--- src/rtl/ipt_pkg.sv ---
package ipt_pkg;
  typedef enum logic {
    ST_IDLE  = 1'b0,
    ST_PROBE = 1'b1
  } probe_st_e;
endpackage

--- src/rtl/ipt_hash.sv ---
module ipt_hash #(
  parameter int unsigned SLOT_W    = 6,
  parameter logic [31:0] HASH_MULT = 32'h9E37_79B1
) (
  input  logic [SLOT_W-1:0] pid_lo_i,
  input  logic [SLOT_W-1:0] vpn_lo_i,
  output logic [SLOT_W-1:0] slot_o
);
  // low product bits depend only on low operand bits
  localparam logic [SLOT_W-1:0] MULT_LO = HASH_MULT[SLOT_W-1:0];

  logic [SLOT_W-1:0] mix;

  always_comb begin
    mix    = pid_lo_i * MULT_LO;
    slot_o = vpn_lo_i ^ mix;
  end
endmodule

--- src/rtl/ipt_tag_cmp.sv ---
module ipt_tag_cmp #(
  parameter int unsigned PID_W  = 8,
  parameter int unsigned VPN_W  = 20,
  parameter int unsigned PROT_W = 3
) (
  input  logic [1+PID_W+VPN_W+PROT_W+2-1:0] entry_i,
  input  logic [PID_W-1:0]                  key_pid_i,
  input  logic [VPN_W-1:0]                  key_vpn_i,
  output logic                              occupied_o,
  output logic                              match_o,
  output logic [PROT_W-1:0]                 prot_o,
  output logic                              dirty_o,
  output logic                              used_o
);
  localparam int unsigned ENT_W   = 1 + PID_W + VPN_W + PROT_W + 2;
  localparam int unsigned PROT_LO = 2;
  localparam int unsigned VPN_LO  = PROT_LO + PROT_W;
  localparam int unsigned PID_LO  = VPN_LO + VPN_W;

  logic [PID_W-1:0] ent_pid;
  logic [VPN_W-1:0] ent_vpn;

  always_comb begin
    occupied_o = entry_i[ENT_W-1];
    ent_pid    = entry_i[PID_LO +: PID_W];
    ent_vpn    = entry_i[VPN_LO +: VPN_W];
    prot_o     = entry_i[PROT_LO +: PROT_W];
    dirty_o    = entry_i[1];
    used_o     = entry_i[0];
    match_o    = occupied_o && (ent_pid == key_pid_i) && (ent_vpn == key_vpn_i);
  end
endmodule

--- src/rtl/ipt_probe_ctrl.sv ---
module ipt_probe_ctrl
  import ipt_pkg::*;
#(
  parameter int unsigned PID_W  = 8,
  parameter int unsigned VPN_W  = 20,
  parameter int unsigned OFF_W  = 12,
  parameter int unsigned SLOT_W = 6,
  parameter int unsigned PROT_W = 3
) (
  input  logic                       clk_i,
  input  logic                       rst_ni,
  input  logic                       req_valid_i,
  output logic                       req_ready_o,
  input  logic [PID_W-1:0]           req_pid_i,
  input  logic [VPN_W-1:0]           req_vpn_i,
  input  logic [OFF_W-1:0]           req_off_i,
  input  logic [SLOT_W-1:0]          start_slot_i,
  input  logic                       slot_occupied_i,
  input  logic                       slot_match_i,
  input  logic [PROT_W-1:0]          slot_prot_i,
  input  logic                       slot_dirty_i,
  input  logic                       slot_used_i,
  output logic [PID_W-1:0]           key_pid_o,
  output logic [VPN_W-1:0]           key_vpn_o,
  output logic                       rd_en_o,
  output logic [SLOT_W-1:0]          rd_addr_o,
  output logic                       done_o,
  output logic                       hit_o,
  output logic [SLOT_W-1:0]          frame_o,
  output logic [SLOT_W+OFF_W-1:0]    paddr_o,
  output logic [PROT_W-1:0]          prot_o,
  output logic                       dirty_o,
  output logic                       used_o,
  output logic [SLOT_W:0]            probes_o
);
  localparam int unsigned SLOTS = 1 << SLOT_W;
  localparam int unsigned CNT_W = SLOT_W + 1;
  localparam logic [CNT_W-1:0] CNT_FULL = CNT_W'(SLOTS);

  probe_st_e         st_q;
  logic [SLOT_W-1:0] cur_q;
  logic [CNT_W-1:0]  cnt_q;
  logic [OFF_W-1:0]  off_q;
  logic [PID_W-1:0]  pid_q;
  logic [VPN_W-1:0]  vpn_q;

  logic              idle, probing, fire;
  logic              stop_hit, stop_empty, stop_full, finish;
  logic [SLOT_W-1:0] next_slot;

  always_comb begin
    idle       = (st_q == ST_IDLE);
    probing    = (st_q == ST_PROBE);
    fire       = idle && req_valid_i;
    stop_hit   = probing && slot_match_i;
    stop_empty = probing && !slot_occupied_i;
    stop_full  = probing && (cnt_q == CNT_FULL);
    finish     = stop_hit || stop_empty || stop_full;
    next_slot  = cur_q + 1'b1;
    // address is speculative; only the enable waits on the compare
    rd_en_o    = fire || (probing && !finish);
    rd_addr_o  = idle ? start_slot_i : next_slot;
  end

  assign req_ready_o = idle;
  assign key_pid_o   = pid_q;
  assign key_vpn_o   = vpn_q;

  always_ff @(posedge clk_i or negedge rst_ni) begin
    if (!rst_ni) begin
      st_q  <= ST_IDLE;
      cur_q <= '0;
      cnt_q <= '0;
      off_q <= '0;
      pid_q <= '0;
      vpn_q <= '0;
    end else if (fire) begin
      st_q  <= ST_PROBE;
      cur_q <= start_slot_i;
      cnt_q <= CNT_W'(1);
      off_q <= req_off_i;
      pid_q <= req_pid_i;
      vpn_q <= req_vpn_i;
    end else if (probing) begin
      if (finish) begin
        st_q <= ST_IDLE;
      end else begin
        cur_q <= next_slot;
        cnt_q <= cnt_q + 1'b1;
      end
    end
  end

  always_ff @(posedge clk_i or negedge rst_ni) begin
    if (!rst_ni) begin
      done_o   <= 1'b0;
      hit_o    <= 1'b0;
      frame_o  <= '0;
      paddr_o  <= '0;
      prot_o   <= '0;
      dirty_o  <= 1'b0;
      used_o   <= 1'b0;
      probes_o <= '0;
    end else begin
      done_o <= finish;
      if (finish) begin
        hit_o    <= stop_hit;
        probes_o <= cnt_q;
        if (stop_hit) begin
          frame_o <= cur_q;
          paddr_o <= {cur_q, off_q};
          prot_o  <= slot_prot_i;
          dirty_o <= slot_dirty_i;
          used_o  <= slot_used_i;
        end else begin
          frame_o <= '0;
          paddr_o <= '0;
          prot_o  <= '0;
          dirty_o <= 1'b0;
          used_o  <= 1'b0;
        end
      end
    end
  end

  assert_done_pulse_R10: assert property (@(posedge clk_i) disable iff (!rst_ni)
    done_o |=> !done_o);

  assert_result_hold_R10: assert property (@(posedge clk_i) disable iff (!rst_ni)
    !finish |=> ($stable(hit_o) && $stable(frame_o) && $stable(probes_o) && $stable(paddr_o)));

  assert_probe_range_R8: assert property (@(posedge clk_i) disable iff (!rst_ni)
    done_o |-> (probes_o != '0) && (probes_o <= CNT_FULL));

  assert_miss_clean_R6: assert property (@(posedge clk_i) disable iff (!rst_ni)
    (done_o && !hit_o) |-> (frame_o == '0) && (paddr_o == '0) && (prot_o == '0));
endmodule

--- src/rtl/ipt_lookup.sv ---
module ipt_lookup #(
  parameter int unsigned PID_W     = 8,
  parameter int unsigned VPN_W     = 20,
  parameter int unsigned OFF_W     = 12,
  parameter int unsigned SLOT_W    = 6,
  parameter int unsigned PROT_W    = 3,
  parameter logic [31:0] HASH_MULT = 32'h9E37_79B1
) (
  input  logic                              clk_i,
  input  logic                              rst_ni,
  input  logic                              req_valid_i,
  output logic                              req_ready_o,
  input  logic [PID_W-1:0]                  req_pid_i,
  input  logic [VPN_W-1:0]                  req_vpn_i,
  input  logic [OFF_W-1:0]                  req_off_i,
  output logic                              tbl_rd_o,
  output logic [SLOT_W-1:0]                 tbl_addr_o,
  input  logic [1+PID_W+VPN_W+PROT_W+2-1:0] tbl_entry_i,
  output logic                              done_o,
  output logic                              hit_o,
  output logic [SLOT_W-1:0]                 frame_o,
  output logic [SLOT_W+OFF_W-1:0]           paddr_o,
  output logic [PROT_W-1:0]                 prot_o,
  output logic                              dirty_o,
  output logic                              used_o,
  output logic [SLOT_W:0]                   probes_o
);
  localparam int unsigned ENT_W = 1 + PID_W + VPN_W + PROT_W + 2;
  localparam int unsigned SLOTS = 1 << SLOT_W;

  logic [SLOT_W-1:0] start_slot;
  logic [PID_W-1:0]  key_pid;
  logic [VPN_W-1:0]  key_vpn;
  logic              slot_occupied, slot_match, slot_dirty, slot_used;
  logic [PROT_W-1:0] slot_prot;

  ipt_hash #(
    .SLOT_W    (SLOT_W),
    .HASH_MULT (HASH_MULT)
  ) u_hash (
    .pid_lo_i (req_pid_i[SLOT_W-1:0]),
    .vpn_lo_i (req_vpn_i[SLOT_W-1:0]),
    .slot_o   (start_slot)
  );

  ipt_tag_cmp #(
    .PID_W  (PID_W),
    .VPN_W  (VPN_W),
    .PROT_W (PROT_W)
  ) u_cmp (
    .entry_i    (tbl_entry_i),
    .key_pid_i  (key_pid),
    .key_vpn_i  (key_vpn),
    .occupied_o (slot_occupied),
    .match_o    (slot_match),
    .prot_o     (slot_prot),
    .dirty_o    (slot_dirty),
    .used_o     (slot_used)
  );

  ipt_probe_ctrl #(
    .PID_W  (PID_W),
    .VPN_W  (VPN_W),
    .OFF_W  (OFF_W),
    .SLOT_W (SLOT_W),
    .PROT_W (PROT_W)
  ) u_ctrl (
    .clk_i           (clk_i),
    .rst_ni          (rst_ni),
    .req_valid_i     (req_valid_i),
    .req_ready_o     (req_ready_o),
    .req_pid_i       (req_pid_i),
    .req_vpn_i       (req_vpn_i),
    .req_off_i       (req_off_i),
    .start_slot_i    (start_slot),
    .slot_occupied_i (slot_occupied),
    .slot_match_i    (slot_match),
    .slot_prot_i     (slot_prot),
    .slot_dirty_i    (slot_dirty),
    .slot_used_i     (slot_used),
    .key_pid_o       (key_pid),
    .key_vpn_o       (key_vpn),
    .rd_en_o         (tbl_rd_o),
    .rd_addr_o       (tbl_addr_o),
    .done_o          (done_o),
    .hit_o           (hit_o),
    .frame_o         (frame_o),
    .paddr_o         (paddr_o),
    .prot_o          (prot_o),
    .dirty_o         (dirty_o),
    .used_o          (used_o),
    .probes_o        (probes_o)
  );

  // last slot address sent to the RAM, for the checks below
  logic [SLOT_W-1:0] last_rd_q;
  always_ff @(posedge clk_i or negedge rst_ni) begin
    if (!rst_ni)       last_rd_q <= '0;
    else if (tbl_rd_o) last_rd_q <= tbl_addr_o;
  end

  assert_linear_step_R5: assert property (@(posedge clk_i) disable iff (!rst_ni)
    (tbl_rd_o && !req_ready_o) |-> (tbl_addr_o == SLOT_W'(last_rd_q + 1'b1)));

  assert_hit_frame_R4: assert property (@(posedge clk_i) disable iff (!rst_ni)
    (done_o && hit_o) |-> (frame_o == last_rd_q));

  assert_hit_occupied_R3: assert property (@(posedge clk_i) disable iff (!rst_ni)
    (done_o && hit_o) |-> $past(tbl_entry_i[ENT_W-1]));

  assert_miss_on_empty_R6: assert property (@(posedge clk_i) disable iff (!rst_ni)
    (done_o && !hit_o && (probes_o != (SLOT_W+1)'(SLOTS))) |-> !$past(tbl_entry_i[ENT_W-1]));

  assert_idle_quiet_R9: assert property (@(posedge clk_i) disable iff (!rst_ni)
    (req_ready_o && !req_valid_i) |-> !tbl_rd_o);
endmodule

--- config.mk ---
export PLATFORM = sky130hd
export DESIGN_NAME = ipt_lookup
export DESIGN_NICKNAME = d
export VERILOG_FILES = /design/src/rtl/ipt_pkg.sv /design/src/rtl/ipt_hash.sv /design/src/rtl/ipt_tag_cmp.sv /design/src/rtl/ipt_probe_ctrl.sv /design/src/rtl/ipt_lookup.sv
export SDC_FILE = /design/constraint.sdc
export NUM_CORES = 1
export LEC_CHECK = 0
export ABC_AREA = 0
export BUFFER_PORTS_ARGS = -buffer_cell sky130_fd_sc_hd__buf_2
export CAP_MARGIN = 20
export CORE_ASPECT_RATIO = 1.75
export CORE_MARGIN = 4
export CORE_UTILIZATION = 46
export DETAILED_ROUTE_END_ITERATION = 8
export PLACE_DENSITY = 0.86
export SLEW_MARGIN = 10
export SYNTH_ARGS = -nofsm -noshare
export SYNTH_HDL_FRONTEND = slang
export SYNTH_SLANG_ARGS = --single-unit
--- constraint.sdc ---
create_clock -name clk_i -period 1.73 [get_ports clk_i]
set_clock_uncertainty 0.1 [all_clocks]
set_input_delay 0.173 -clock clk_i [delete_from_list [all_inputs] [get_ports clk_i]]
set_output_delay 0.173 -clock clk_i [all_outputs]
set_load 0.01 [all_outputs]
---- Word level (Yosys, flattened, before mapping) ----
Index checks and enable logic that the tools add are counted.
storage, ports and cells
  memories kept ........................... 0
  RAM bits ................................ 0
  ROM bits ................................ 0
  output and inout port bits .............. 46
  flip-flop bits (word level) ............. 92
  bits in latches ......................... 0
  input port bits ......................... 77
cells by class
  bitwise operators ....................... 2
  div/mod/pow operators ................... 0
  equality and inequality tests ........... 4
  add/sub/neg operators ................... 2
  mux-type cells .......................... 15
  $lt $le $gt $ge ......................... 0
  reductions and logical operators ........ 14
  $mul .................................... 1
  shift-type cells ........................ 0
operators by type and width
  kind                   count
  $mux W6                5
  $mux W7                3
  $eq A20 B20 Y1         1
  $mux W18               1
  $eq A8 B8 Y1           1
  $add A7 B1 Y7 const B  1
  $eq A7 B7 Y1 const B   1
  $logic_and A1 B1 Y1    7
  $add A6 B1 Y6 const B  1
  $mul A6 B5 Y6 const B  1
  $xor A6 B6 Y6          1
  $mux W1                5
  $logic_or A1 B1 Y1     3
  $mux W3                1
  $logic_not A1 Y1       2
  $ne A2 B1 Y1 const B   1
  $reduce_and A2 Y1      1
  $reduce_bool A2 Y1     1
  $not A1 Y1             1

---- Logic depth before layout (Yosys ltp) ----
Gate-level depths: netlist of the first run.
  depth in word-level cells ............... 9
  depth in mapped cells ................... 9

---- Cells and area by module ----
A second synthesis of the first run with hierarchy kept.
unflattened totals
  cell total of the unflattened synthesis .. 410
  area total of the unflattened synthesis .. 4106.4 sq um
modules (own cells, without submodules)
  module          instances  seq. area each (sq um)  cells each  area an instance (sq um)
  ipt_probe_ctrl  1          2152.1                  357         3646.0
  ipt_tag_cmp     1          0.0                     44          364.1
  ipt_hash        1          0.0                     9           96.3

---- Worst setup path before layout of the first run ----
No wires, ideal clock.
  kind .................................... register to register
  start ................................... register u_ctrl.vpn_q[15], in the netlist u_ctrl.key_vpn_o[15]
  end ..................................... register u_ctrl.probes_o[3]
  arrival time ............................ 1.688 ns
  stages on the path, launching flop included .. 8
  setup slack ............................. -0.182 ns
  buffers on the path ..................... 1
  cells stage by stage .................... dfrtp_1 xor2_1 nor4_2 nand4_1 o21a_1 inv_2 buf_6 mux2_2
between the ends
  cells in the longest elaborated chain, start to end .. 5
ends and longest elaborated chain
  what                             line                   text
  start: declaration               ipt_probe_ctrl.sv:45   logic [VPN_W-1:0] vpn_q;
  start signal: assignment         ipt_probe_ctrl.sv:83   vpn_q <= req_vpn_i;
  $eq A20 B20 Y1                   ipt_tag_cmp.sv:30      match_o = occupied_o && (ent_pid == key_pid_i) && (ent_vpn == key_vpn_i);
  $logic_and A1 B1 Y1              ipt_tag_cmp.sv:30
  $logic_and A1 B1 Y1              ipt_probe_ctrl.sv:55   stop_hit = probing && slot_match_i;
  $logic_or A1 B1 Y1 (2 in a row)  ipt_probe_ctrl.sv:58   finish = stop_hit || stop_empty || stop_full;
  via u_ctrl.finish                ipt_probe_ctrl.sv:48   logic stop_hit, stop_empty, stop_full, finish;
  end signal: assignment           ipt_probe_ctrl.sv:108  probes_o <= cnt_q;
  end: declaration                 ipt_probe_ctrl.sv:34   output logic [SLOT_W:0] probes_o
The timed path passes the listed nets, and every way through them passes these cells.
A chain may end at the register's enable or synchronous reset.

---- Worst setup path after layout of the first run ----
  start ................................... register u_ctrl.vpn_q[11], in the netlist u_ctrl.key_vpn_o[11]
  end ..................................... output tbl_rd_o
between the ends
  cells in the longest elaborated chain, start to end .. 8
ends and longest elaborated chain
  what                             line                  text
  $eq A20 B20 Y1                   ipt_tag_cmp.sv:30
  $logic_and A1 B1 Y1              ipt_tag_cmp.sv:30
  $logic_and A1 B1 Y1              ipt_probe_ctrl.sv:55
  $logic_or A1 B1 Y1 (2 in a row)  ipt_probe_ctrl.sv:58
  $logic_not A1 Y1                 ipt_probe_ctrl.sv:61  rd_en_o = fire || (probing && !finish);
  $logic_and A1 B1 Y1              ipt_probe_ctrl.sv:61
  $logic_or A1 B1 Y1               ipt_probe_ctrl.sv:61
  end: declaration                 ipt_lookup.sv:16      output logic tbl_rd_o,
Every way passes these cells.

==> results_dict.tcl, run 1 <==
set metrics [dict create \
    firstDrtPassIters 8 \
    relSlewSlack_pct 68.8 \
    avgSynthCellArea_um2 12.2 \
    die_x_um 78.7 \
    post-route-period-util_pct 140 \
    worstPathMaxFanout 2 \
    die-area_um2 10400 \
    layout-drive-gt1-share_pct 50.3 \
    core_um2 8420 \
    cp-end-kind "output port" \
    clk_pin_slew_ns 0.06 \
    routed_wl_um 13400 \
    dp_cells 578 \
    seq_area_frac_synth_pct 53.5 \
    fin_crit_ns 2.42 \
    power_per_cell_area_nw_per_um2 1490 \
    grt_pass1_wl_um 20300 \
    path_class "reg2out" \
    synth.distinct_cells 39 \
    rsz0062_at_grt "yes" \
    worstMarginPinSlew_ns 0.468 \
    status "finished, violations left" \
    synthArstFlopShare_pct 100 \
    num_vias 3720 \
    hpwl_um 7760 \
    clk_latency_ns 0.35 \
    vias_per_cell 5.64 \
    whs_path_depth 2 \
    finalSetupTns_ns -25.12 \
    layout.cells.non_filler 659 \
    numClockSinks 86 \
    hold_violations 0 \
    grt_max_degree 34 \
    ios 123 \
    setup_violations 52 \
    power_mw 9.32 \
    drtIter0Drc 261 \
    regArea_um2 2160 \
    yosysTopAreaCellShare_pct 53.5 \
    wl_per_cell_um 20.4 \
    worstHoldEndpoint "u_ctrl.key_vpn_o[3]$_DFFE_PN0P_" \
    cts-root-buf "clkbuf_16" \
    reg2reg_depth 10 \
    layout_commonest_cell "buf_2" \
    reg2reg_to "u_ctrl.cnt_q[4]$_DFFE_PN0P_" \
    synth_nets 410 \
    cp-start-kind "flop" \
    n_fill_cell 496 \
    min_path_type "in2reg" \
    r2r_slack_ns -0.61 \
    ys.flop_type "dfrtp_1" \
    grt_use_total_pct 25.7 \
    slew_viol_final 0 \
    clk_path_buf_depth 2 \
    irDropWorstVdd_uv 986 \
    ys_ff_latch 86 \
    required_ns 1.46 \
    netlist_area_um2 4030 \
    antenna_found_initial 1 \
    gp_congestion 0.871 \
    pre_cts_ws_ns -0.412 \
    grt_overflow_total 0 \
    cap_viol_max_count 0 \
    port_buffers 122 \
    leakage_nw 3.04 \
    clock.fmax_mhz 414 \
    initial_core_util_pct 47.8 \
    hp-start "req_vpn_i[3]" \
    synth_edf_count 0 \
    yosys_warnings 0 \
    r2r_start "u_ctrl.key_vpn_o[11]$_DFFE_PN0P_" \
    fin_nets 619 \
    synth.largest_area_cell "dfrtp_1" \
    numCtsBuffers 9 \
    final_cell_mix "buf_2, dfrtp_1, mux2_2" \
    multi_input_area_um2 1890 \
    syn_inst 329 \
    fin_area_um2 6240 \
    grt_pass1_vias 3956 \
    htree_levels 3 \
    placed_cell_area_um2 4990 \
    violations "setup timing" \
    synthTopCellsByArea "dfrtp_1, mux2_2, xor2_1" \
    tritoncts "done" \
    die_h_um 132 \
    ant_nets 0 \
    area_delta_synth_final_pct 55.1 \
    drcViolationCount 0 \
    row_count 44 \
    worst_slack_ns -0.687 \
    arrival_ns 2.14 \
]
-- per-layer routing --
metal	up-vias	GRT usage, %	wire (µm)
li1	1587	-	-
met1	1811	27.3	4550
met2	240	45.2	7110
met3	82	4.65	872
met4	0	17.2	891
met5	-	0	0
-- cell usage after synthesis, types with 4 or more instances --
cell and instances:
dfrtp_1 86, mux2_2 46, xor2_1 35, a22o_1 23
nand2_1 16, nor2_1 15, buf_2 10, xnor2_1 9
nand3_1 8, buf_4 6, nor4_1 6, o21ai_0 6
a22oi_1 5, a21o_1 4, and2_1 4, clkbuf_1 4
ha_1 4, inv_1 4, mux2i_1 4, nor3_1 4
or3_1 4
-- logic make-up after synthesis --
group           after synthesis  share of synthesized area, %
fa+ha+maj                     4                          1.24
flops                        86                          53.5
mux                          50                          13.9
xor+xnor                     44                          9.57
simple gates                 67                          8.39
buf+inv                      27                          3.76
compound gates               51                          9.70
-- worst max-delay path, cell delays in order (launching register included) --
cell     delay (ns)
dfrtp_1        0.41
xor2_2         0.17
nor4_2         0.29
nand4_1        0.22
o21a_2         0.29
buf_6          0.12
a21o_1         0.17
buf_6          0.13
-- area by class of cell --
| cell class | count | share of cell area [%] |
|---|---|---|
| sequential | 86 | 34.5 |
| clock inverter | 6 | 0.821 |
| clock buffer | 10 | 3.83 |
| multi-input combinational | 216 | 30.3 |
| timing repair buffer | 220 | 27.7 |
| inverter | 5 | 0.541 |
| antenna | 1 | 0.0401 |
| tap | 115 | 2.30 |
-- power by group --
part,switching (mW),total [mW],internal (mW)
clock,0.851,1.88,1.03
sequential,0.558,3.25,2.69
combinational,1.89,4.19,2.30
total,3.30,9.32,6.02
-- repair_timing --
| item | CTS | global route |
|---|---|---|
| buffers inserted | 18 | 6 |
| gates resized for setup | 46 | 21 |
| hold buffers | 39 | 0 |
| hold endpoints to repair | 68 | 0 |
| endpoints found under the setup margin | 52 | 66 |
| gates cloned | 5 | 1 |
| pin swaps | 16 | 13 |
-- metrics by stage --
step	util (%)	hold WS [ns]
6_report	74.1	0.00279
5_1_grt	74.1	0.0238
4_1_cts	72.5	0.000533
3_5_place_dp	59.3	0.0485
3_3_place_gp	59.3	0.0455
2_1_floorplan	-	-0.223
-- worst max-delay path by stage --
stage | startpoint | endpoint | slack (ns) | depth (start not counted)
after floorplan | u_ctrl.key_vpn_o[6]$_DFFE_PN0P_ | u_ctrl.probes_o[3]$_DFFE_PN0P_ | -0.14 | 7
after global placement | u_ctrl.key_vpn_o[11]$_DFFE_PN0P_ | tbl_rd_o | -0.42 | 7
after detailed placement | u_ctrl.key_vpn_o[11]$_DFFE_PN0P_ | tbl_rd_o | -0.41 | 7
after CTS | u_ctrl.key_pid_o[5]$_DFFE_PN0P_ | tbl_rd_o | -0.69 | 7
after global routing | u_ctrl.key_vpn_o[11]$_DFFE_PN0P_ | tbl_rd_o | -0.81 | 7
final | u_ctrl.key_vpn_o[11]$_DFFE_PN0P_ | tbl_rd_o | -0.69 | 7
-- registers in the layout, summed over array words and instances, names as in the netlist --
signal,count
u_ctrl.dirty_o,1
u_ctrl.done_o,1
u_ctrl.paddr_o,18
u_ctrl.cnt_q,7
u_ctrl.off_q,12
u_ctrl.key_pid_o,8
u_ctrl.probing,1
u_ctrl.key_vpn_o,20
u_ctrl.prot_o,3
u_ctrl.cur_q,6
u_ctrl.hit_o,1
u_ctrl.used_o,1
u_ctrl.probes_o,7
No activity file was read; power rests on OpenSTA's default activity.
==> run 2, diff against run 1 <==
--- a/config.mk
+++ b/config.mk
@@ -12,7 +12,8 @@
 export CORE_MARGIN = 4
 export CORE_UTILIZATION = 46
 export DETAILED_ROUTE_END_ITERATION = 8
-export PLACE_DENSITY = 0.86
+export PLACE_DENSITY_LB_ADDON = 0.1
+export REMOVE_ABC_BUFFERS = 1
 export SLEW_MARGIN = 10
 export SYNTH_ARGS = -nofsm -noshare
 export SYNTH_HDL_FRONTEND = slang
==> run 2 against run 1 <==
The flow still finishes with violations (setup timing). Clock-buffer cell count stayed put. Utilization down 0.62 points. Non-clock buffer count shrank 3. Via count fell by 8.8%. Combinational power down 6.0%. Power is 3.8% lower. Routed wire length fell by 19%. First-iteration DRC count shrank 48%. Largest power group unchanged.
==> results_dict.tcl, run 2 (synthesis results as in run 1) <==
set metrics [dict create \
    status "finished, violations left" \
    violations "setup timing" \
    cp-end-kind "output port" \
    irDropWorstVdd_uv 1040 \
    p_int_mw 5.94 \
    clk_pin_slew_ns 0.06 \
    pwr-share-comb_pct 43.9 \
    utilization_pct 73.5 \
    rsz0062_at_grt "yes" \
    clock.fmax_mhz 424 \
    htree_levels 3 \
    leakage_nw 3.01 \
    vias_per_cell 5.18 \
    die_x_um 78.7 \
    worstMarginPinSlew_ns 0.316 \
    fin_nets 616 \
    core_um2 8420 \
    clk_latency_ns 0.34 \
    numClockSinks 86 \
    gp_congestion 0.793 \
    required_ns 1.46 \
    diodes 0 \
    clk_path_buf_depth 2 \
    p_sw_mw 3.03 \
    ant_nets 0 \
    grt_max_degree 38 \
    grt_use_total_pct 21.9 \
    wl_per_cell_um 16.6 \
    firstDrtPassIters 4 \
    dp_cells 579 \
    drtIter0Drc 137 \
    layout_commonest_cell "buf_2" \
    grt_overflow_total 0 \
    pre_cts_ws_ns -0.571 \
    power_per_cell_area_nw_per_um2 1450 \
    path_class "reg2out" \
    grt_pass1_wl_um 17600 \
    reg2reg_to "u_ctrl.cnt_q[2]$_DFFE_PN0P_" \
    whs_path_depth 2 \
    min_path_type "in2reg" \
    antenna_found_initial 0 \
    finalSetupTns_ns -19.86 \
    r2r_start "u_ctrl.key_pid_o[5]$_DFFE_PN0P_" \
    grt_pass1_vias 3685 \
    routed_wl_um 10900 \
    worstHoldEndpoint "u_ctrl.key_pid_o[4]$_DFFE_PN0P_" \
    hpwl_um 7260 \
    die_h_um 132 \
    layout-drive-gt1-share_pct 50.6 \
    arrival_ns 2.08 \
    fin_crit_ns 2.36 \
    largest_reg_flops 20 \
    crit_slowest_cell "dfrtp_1" \
    worst_slack_ns -0.626 \
    cts-root-buf "clkbuf_16" \
    cap_viol_max_count 0 \
    clkPwrFrac_pct 20.4 \
    row_count 44 \
    drcViolationCount 0 \
    tritoncts "done" \
    setup_violations 50 \
    r2r_slack_ns -0.55 \
    numCtsBuffers 9 \
    layout.cells.non_filler 655 \
    slew_viol_final 0 \
    relSlewSlack_pct 78.7 \
    cp-startpoint "u_ctrl.key_pid_o[5]$_DFFE_PN0P_" \
    reg2reg_depth 9 \
    die-area_um2 10400 \
    p_seq_share_pct 35.7 \
    hold_ws_ns 0.00504 \
    area_delta_synth_final_pct 53.8 \
    worstPathMaxFanout 2 \
    num_vias 3394 \
    hp-start "req_pid_i[4]" \
    worst_path_largest_cell_delay_ns 0.39 \
    cp-start-kind "flop" \
    hold_violations 0 \
    ios 123 \
    port_buffers 122 \
    path_common_cell "buf_6" \
    initial_core_util_pct 47.8 \
    final_cell_mix "buf_2, dfrtp_1, mux2_2" \
    post-route-period-util_pct 136 \
    switching_share_pct 33.8 \
    cp_cell_sequence "xor2_1, nor4_2, nand4_1, o21a_1, buf_6, a21o_1, buf_6" \
]
[run 2: cell types whose count changed in the layout (fill, tap and decap cells not counted), moves of 2 or more]
cell,before,now
nand2_2,0,2
nand2_1,16,14
buf_2,118,120
buf_8,0,4
clkinv_4,2,0
buf_4,35,29
clkinv_2,0,2
xnor2_2,2,4
xnor2_1,7,5
[run 2: layout make-up]
class | instances | area [µm²]
clock buffers | 10 | 239
clock inverters | 6 | 43.8
fillers | 620 | 2230
inverters | 5 | 31.3
multi-input cells | 216 | 1910
flip-flops and latches | 86 | 2160
well taps | 115 | 144
repair buffers | 217 | 1670
[run 2: power by group through the flow]
stage               Clock [mW]  Combinational [mW]  Sequential [mW]
CTS                       1.87                3.72             3.18
global route              1.95                4.27             3.29
detailed placement           0                2.92             3.19
global placement             0                2.85             3.15
floorplan                    0                1.70             3.17
finish                    1.83                3.94             3.20
[run 2: worst max path at each step]
stage,to,slack (ns),cells after the start
2_1_floorplan,u_ctrl.key_pid_o[0]$_DFFE_PN0P_,-1.33,2
3_3_place_gp,tbl_rd_o,-0.55,7
3_5_place_dp,tbl_rd_o,-0.57,7
4_1_cts,tbl_rd_o,-0.71,7
5_1_grt,tbl_rd_o,-0.72,7
6_report,tbl_rd_o,-0.63,7
[run 2: stage by stage]
stage / cell area (µm²) / power, mW
finish: 6190 / 8.97
global route: 6190 / 9.51
floorplan: 3890 / 4.88
detailed placement: 5000 / 6.10
global placement: 5000 / 6.00
CTS: 6090 / 8.78
[run 2: metal layers]
metal	part of all wire [%]	GRT usage [%]	vias to the layer above	wire (µm)
li1	-	-	1583	-
met1	36	22.6	1665	3880
met2	55	39.5	114	5960
met3	5.1	4.92	32	553
met4	4.5	12.5	0	488
met5	0	0	-	0
[run 2: worst max-delay path, delay by kind of cell, from the launching register on]
kind,cells,cell delay (ns)
buffers and inverters,2,0.25
AND/OR/NAND/NOR,2,0.51
flip-flops,1,0.39
AO/OA/AOI/OAI,2,0.44
XOR/XNOR,1,0.16
[run 2: what timing repair did]
action	in CTS	in global routing
hold endpoints to repair	125	0
resized for setup	56	26
cloned	3	0
endpoints found under the setup margin	53	52
setup buffers	18	4
hold buffers	40	0
pin swaps	28	25
